**config.mk**
```make
export PLATFORM = sky130hd
export DESIGN_NAME = sci_intc
export DESIGN_NICKNAME = d
export VERILOG_FILES = /design/src/rtl/sci_pkg.sv /design/src/rtl/sci_cfg_regs.sv /design/src/rtl/sci_prio_pick.sv /design/src/rtl/sci_out_stage.sv /design/src/rtl/sci_intc.sv
export SDC_FILE = /design/constraint.sdc
export NUM_CORES = 2
export LEC_CHECK = 0
export BUFFER_PORTS_ARGS = -buffer_cell sky130_fd_sc_hd__buf_4
export CORE_MARGIN = 3
export CORE_UTILIZATION = 45
export DETAILED_ROUTE_END_ITERATION = 10
export PLACE_DENSITY = 0.58
export SLEW_MARGIN = 10
export SYNTH_ARGS = -nofsm -noshare
export SYNTH_HDL_FRONTEND = slang
export SYNTH_SLANG_ARGS = --single-unit
```
**constraint.sdc**
```tcl
create_clock -name clk -period 9.8 [get_ports clk]
set_input_delay 2.45 -clock clk [delete_from_list [all_inputs] [get_ports clk]]
set_output_delay 2.45 -clock clk [all_outputs]
set_load 0.05 [all_outputs]
```
**src/rtl/sci_pkg.sv**
```systemverilog
package sci_pkg;

    localparam int NUM_SRC = 64;
    localparam int DATA_W  = 32;
    localparam int FIELD_W = 7;

    typedef enum logic [0:0] {
        VAR_A = 1'b0,
        VAR_B = 1'b1
    } sci_variant_e;

    function automatic logic [FIELD_W-1:0] enable_code(sci_variant_e v);
        return (v == VAR_A) ? 7'h51 : 7'h20;
    endfunction

    typedef struct packed {
        logic                 wr;
        logic                 rd;
        logic                 cfg_hit;
        logic                 id_hit;
    } sci_decode_t;

endpackage

```
**src/rtl/sci_cfg_regs.sv**
```systemverilog
module sci_cfg_regs
    import sci_pkg::*;
#(
    parameter int           N       = 64,
    parameter sci_variant_e VARIANT = VAR_A,
    localparam int          IDX_W   = $clog2(N)
) (
    input  logic              clk,
    input  logic              rst,
    input  logic              wr_en,
    input  logic [IDX_W-1:0]  wr_idx,
    input  logic [DATA_W-1:0] wr_data,
    input  logic [IDX_W-1:0]  rd_idx,
    output logic [DATA_W-1:0] rd_data,
    output logic [N-1:0]      src_en
);

    localparam logic [FIELD_W-1:0] EN_CODE = enable_code(VARIANT);

    logic [DATA_W-1:0] cfg_q [N];

    for (genvar g = 0; g < N; g++) begin : g_src
        always_ff @(posedge clk) begin
            if (rst) begin
                cfg_q[g] <= '0;
            end else if (wr_en && (wr_idx == IDX_W'(g))) begin
                cfg_q[g] <= wr_data;
            end
        end

        assign src_en[g] = (cfg_q[g][FIELD_W-1:0] == EN_CODE);
    end

    assign rd_data = cfg_q[rd_idx];

endmodule

```
**src/rtl/sci_prio_pick.sv**
```systemverilog
module sci_prio_pick #(
    parameter int  N     = 64,
    localparam int ID_W  = $clog2(N) + 1
) (
    input  logic [N-1:0]    pend,
    output logic            hit,
    output logic [ID_W-1:0] idx
);

    always_comb begin
        hit = 1'b0;
        idx = '1;
        for (int i = N - 1; i >= 0; i--) begin
            if (pend[i]) begin
                hit = 1'b1;
                idx = ID_W'(i);
            end
        end
    end

endmodule

```
**src/rtl/sci_out_stage.sv**
```systemverilog
module sci_out_stage #(
    parameter int  N    = 64,
    localparam int ID_W = $clog2(N) + 1
) (
    input  logic            clk,
    input  logic            rst,
    input  logic            hit,
    input  logic [ID_W-1:0] idx,
    output logic            irq_q,
    output logic [ID_W-1:0] id_q
);

    always_ff @(posedge clk) begin
        if (rst) begin
            irq_q <= 1'b0;
            id_q  <= '1;
        end else begin
            irq_q <= hit;
            id_q  <= hit ? idx : '1;
        end
    end

endmodule

```
**src/rtl/sci_intc.sv**
```systemverilog
module sci_intc
    import sci_pkg::*;
#(
    parameter int           N       = NUM_SRC,
    parameter sci_variant_e VARIANT = VAR_A,
    localparam int          IDX_W   = $clog2(N),
    localparam int          ID_W    = IDX_W + 1,
    localparam int          ADDR_W  = IDX_W + 3
) (
    input  logic              clk,
    input  logic              rst,
    input  logic [N-1:0]      src_lvl,
    input  logic              cpu_sel,
    input  logic              cpu_we,
    input  logic [ADDR_W-1:0] cpu_addr,
    input  logic [DATA_W-1:0] cpu_wdata,
    output logic [DATA_W-1:0] cpu_rdata,
    output logic              cpu_irq
);

    sci_decode_t        dec;
    logic [IDX_W-1:0]   word_idx;
    logic [DATA_W-1:0]  cfg_rd;
    logic [N-1:0]       src_en;
    logic [N-1:0]       pend;
    logic               pick_hit;
    logic [ID_W-1:0]    pick_idx;
    logic [ID_W-1:0]    pend_id_q;

    assign word_idx = cpu_addr[ADDR_W-2:2];

    always_comb begin
        dec.wr      = cpu_sel && cpu_we && (cpu_addr[1:0] == 2'b00);
        dec.rd      = cpu_sel && !cpu_we && (cpu_addr[1:0] == 2'b00);
        dec.cfg_hit = !cpu_addr[ADDR_W-1];
        dec.id_hit  = cpu_addr[ADDR_W-1] && (word_idx == '0);
    end

    sci_cfg_regs #(.N(N), .VARIANT(VARIANT)) u_regs (
        .clk     (clk),
        .rst     (rst),
        .wr_en   (dec.wr && dec.cfg_hit),
        .wr_idx  (word_idx),
        .wr_data (cpu_wdata),
        .rd_idx  (word_idx),
        .rd_data (cfg_rd),
        .src_en  (src_en)
    );

    assign pend = src_lvl & src_en;

    sci_prio_pick #(.N(N)) u_pick (
        .pend (pend),
        .hit  (pick_hit),
        .idx  (pick_idx)
    );

    sci_out_stage #(.N(N)) u_out (
        .clk   (clk),
        .rst   (rst),
        .hit   (pick_hit),
        .idx   (pick_idx),
        .irq_q (cpu_irq),
        .id_q  (pend_id_q)
    );

    always_comb begin
        cpu_rdata = '0;
        if (dec.rd) begin
            if (dec.cfg_hit) begin
                cpu_rdata = cfg_rd;
            end else if (dec.id_hit) begin
                cpu_rdata = {{(DATA_W-ID_W){1'b0}}, pend_id_q};
            end
        end
    end

endmodule

```
==> flow_summary.yaml <==
finish:
  finalNetCount: 6000
  syn_to_final_growth_pct: 12.3
  drive_above_1_share: 0.238
  mostFrequentLayoutCell: "and2_1"
  fill_cells: 17200
  final_cell_mix: "and2_1, edfxtp_1, mux4_2, buf_4, clkbuf_16"
routing:
  firstDrtPassIters: 6
  vias: 54400
  viasPerCell: 6.12
  routedWlPerCell_um: 35.3
  met2_wirelength_um: 147000
  drt-initial-drc-count: 7876
  antenna_left: 0
  dr.max_layer_used: "met5"
  drt-total-wl_um: 314000
  routed-wl-met3_um: 30700
  drc: 0
  routedLengthMet1_um: 123000
critical_path:
  path_max_fanout: 52
  critPathTopFamily: "buffers and inverters"
  cp_slowest_cell: "mux4_2"
  crit_buf_inv: 4
  start_kind: "primary input"
  critPathKind: "primary input to primary output"
  path_cells: "buf_8 > buf_4 > buf_4 > mux4_2 > mux4_2 > mux2i_1 > o21ai_0 > buf_4"
  endpoint_kind: "primary output"
  max_stage_delay_ps: 570
  timing.critical_path.arrival_ps: 5880
  worstPathRequired_ps: 7350
  cpMostUsedCell: "buf_4"
global_routing:
  first_global_vias: 54400
  antenna_found_initial: 44
  grt_first_pass_wirelength_um: 436000
  grt_usage: 0.289
  overflow: 0
  grt_start_max_net_pins: 82
die:
  pin_count: 142
  die_w_um: 466
  row_count: 168
  floorplan.initialDensity: 0.454
  core_area_um2: 210000
  die_area_um2: 217000
  die_h_um: 466
timing:
  fmax_mhz: 120
  whs_ps: 865
  max_slew_margin: 0.245
  setup_violations: 0
  timing.final.crit_share: 0.850
  hold_violations: 0
  fin_crit_ps: 8330
  fin_setup_tns_ps: 0
  worstMarginPinSlew_ps: 1130
  fin_skew_ps: 39.1
  slew_violations: 0
  rsz0062_at_grt: "no"
yosys:
  synth.cell_area_um2: 95400
  yosys-top-cells-area: "edfxtp_1, mux4_2, and2_1, clkbuf_1, o21bai_1"
  yosys_most_used_dff: "edfxtp_1"
  syn_avg_cell_area_um2: 16.1
  synth_top_cell_area_share: 0.645
  async_flop_share: 0
  synth-edff-count: 2048
  synthesis.nets: 6039
  yosysTopAreaCell: "edfxtp_1"
  yosys_warnings: 0
  ys_seq_area_frac: 0.647
  synthCells: 5930
  synth_cell_types: 50
  ys_seq_elements: 2056
cts:
  clockBufferDepth: 3
  cts_hold_buf: 0
  clock-sinks: 2056
  h-tree-depth: 4
  cts_buffers: 218
  post_cts_resized: 0
  cts_tree: "built"
  cts.reportedPaths.clkPinSlew_ps: 60
  cts_root_buf: "clkbuf_16"
  insertion_delay_ps: 880
  postCtsSetupRepairBufs: 0
hold_path:
  worstHoldPathType: "flip-flop to flip-flop"
power:
  leakage_uw: 0.0361
  p_per_area_nw_per_um2: 185
  ir_drop_mv: 0.210
place:
  place_congestion: 0.892
  place_hpwl_um: 178000
  io_buffers: 141
flow_run:
  cap_violations: 0
status:
  outcome: "finished, final reports clean"
## routing by layer
layer / GRT usage / vias to the layer above
li1: - / 22100
met1: 0.400 / 28700
met2: 0.453 / 3067
met3: 0.0591 / 569
met4: 0.109 / 6
met5: 0 / -
## path summary, 6_finish.rpt
path	start	to	slack, ps	depth (start not counted)
setup / recovery	cpu_addr[2]	cpu_rdata[4]	1470	8
hold / removal	u_regs.cfg_q[1][3]	u_out.id_q[1]	860	3
setup reg to reg	u_regs.cfg_q[9][5]	u_out.id_q[0]	6760	7
hold reg to reg	u_regs.cfg_q[1][3]	u_out.id_q[1]	860	3
## synth_stat cells (9+ instances only)
cell type,number
and2_1,2049
edfxtp_1,2048
mux4_2,665
clkbuf_1,475
nor2_1,99
o21bai_1,66
buf_2,64
nor4_1,58
buf_1,50
nand2b_1,48
nor2b_1,48
nand4b_1,45
nand2_1,25
nand4_1,22
a21oi_1,19
nor4b_1,19
mux2i_1,14
o21ai_0,13
nand3_1,11
or2_2,11
and4_1,9
## cell families (layout without fill, tap and decap cells)
| kind of cell | count (synthesis) | in the layout | share of synthesized area |
|---|---|---|---|
| compound gates | 129 | 129 | 0.00954 |
| buf+inv | 601 | 733 | 0.0247 |
| flops | 2056 | 2056 | 0.647 |
| mux | 679 | 679 | 0.159 |
| other cells | 0 | 28 | 0 |
| simple gates | 2465 | 2465 | 0.161 |
## cell type report
class | instances | area, um^2 | area share
Multi-Input combinational cell | 3273 | 32300 | 0.302
Antenna cell | 28 | 70.1 | 0.000654
Tap cell | 2805 | 3510 | 0.0328
Clock inverter | 121 | 1070 | 0.0100
Timing Repair Buffer | 334 | 2740 | 0.0256
Sequential cell | 2056 | 61700 | 0.576
Clock buffer | 270 | 5690 | 0.0532
Inverter | 8 | 30.0 | 0.000280
## worst register-to-register path, stage by stage (launching register included)
cell,delay (ps)
edfxtp_1,420
nand4b_1,280
nor4_1,700
nor2_1,390
nand4_1,240
nor3_1,90
a31oi_1,570
o2111ai_1,200
## power breakdown
| part | switching, uW | internal (uW) | leakage [uW] |
|---|---|---|---|
| Combinational | 986 | 617 | 0.0133 |
| Clock | 3510 | 4500 | 0.00329 |
| Sequential | 151 | 10100 | 0.0195 |
| Total | 4650 | 15200 | 0.0361 |
## stage by stage
step	worst slack, ps	utilization	std cells	power [uW]	instance area [um^2]
2_1_floorplan	2240	-	5930	11300	95400
3_3_place_gp	1430	0.477	8476	12000	100000
3_5_place_dp	1440	0.477	8476	12000	100000
4_1_cts	1430	0.509	8867	20000	107000
5_1_grt	1300	0.509	8882	20400	107000
6_report	1470	0.509	8895	19900	107000
## registers in the layout, summed over array words and instances, names as in the netlist
| name | count |
|---|---|
| u_regs.cfg_q | 2048 |
| u_out.irq_q | 1 |
| u_out.id_q | 7 |
No activity file was read; power rests on OpenSTA's default activity.
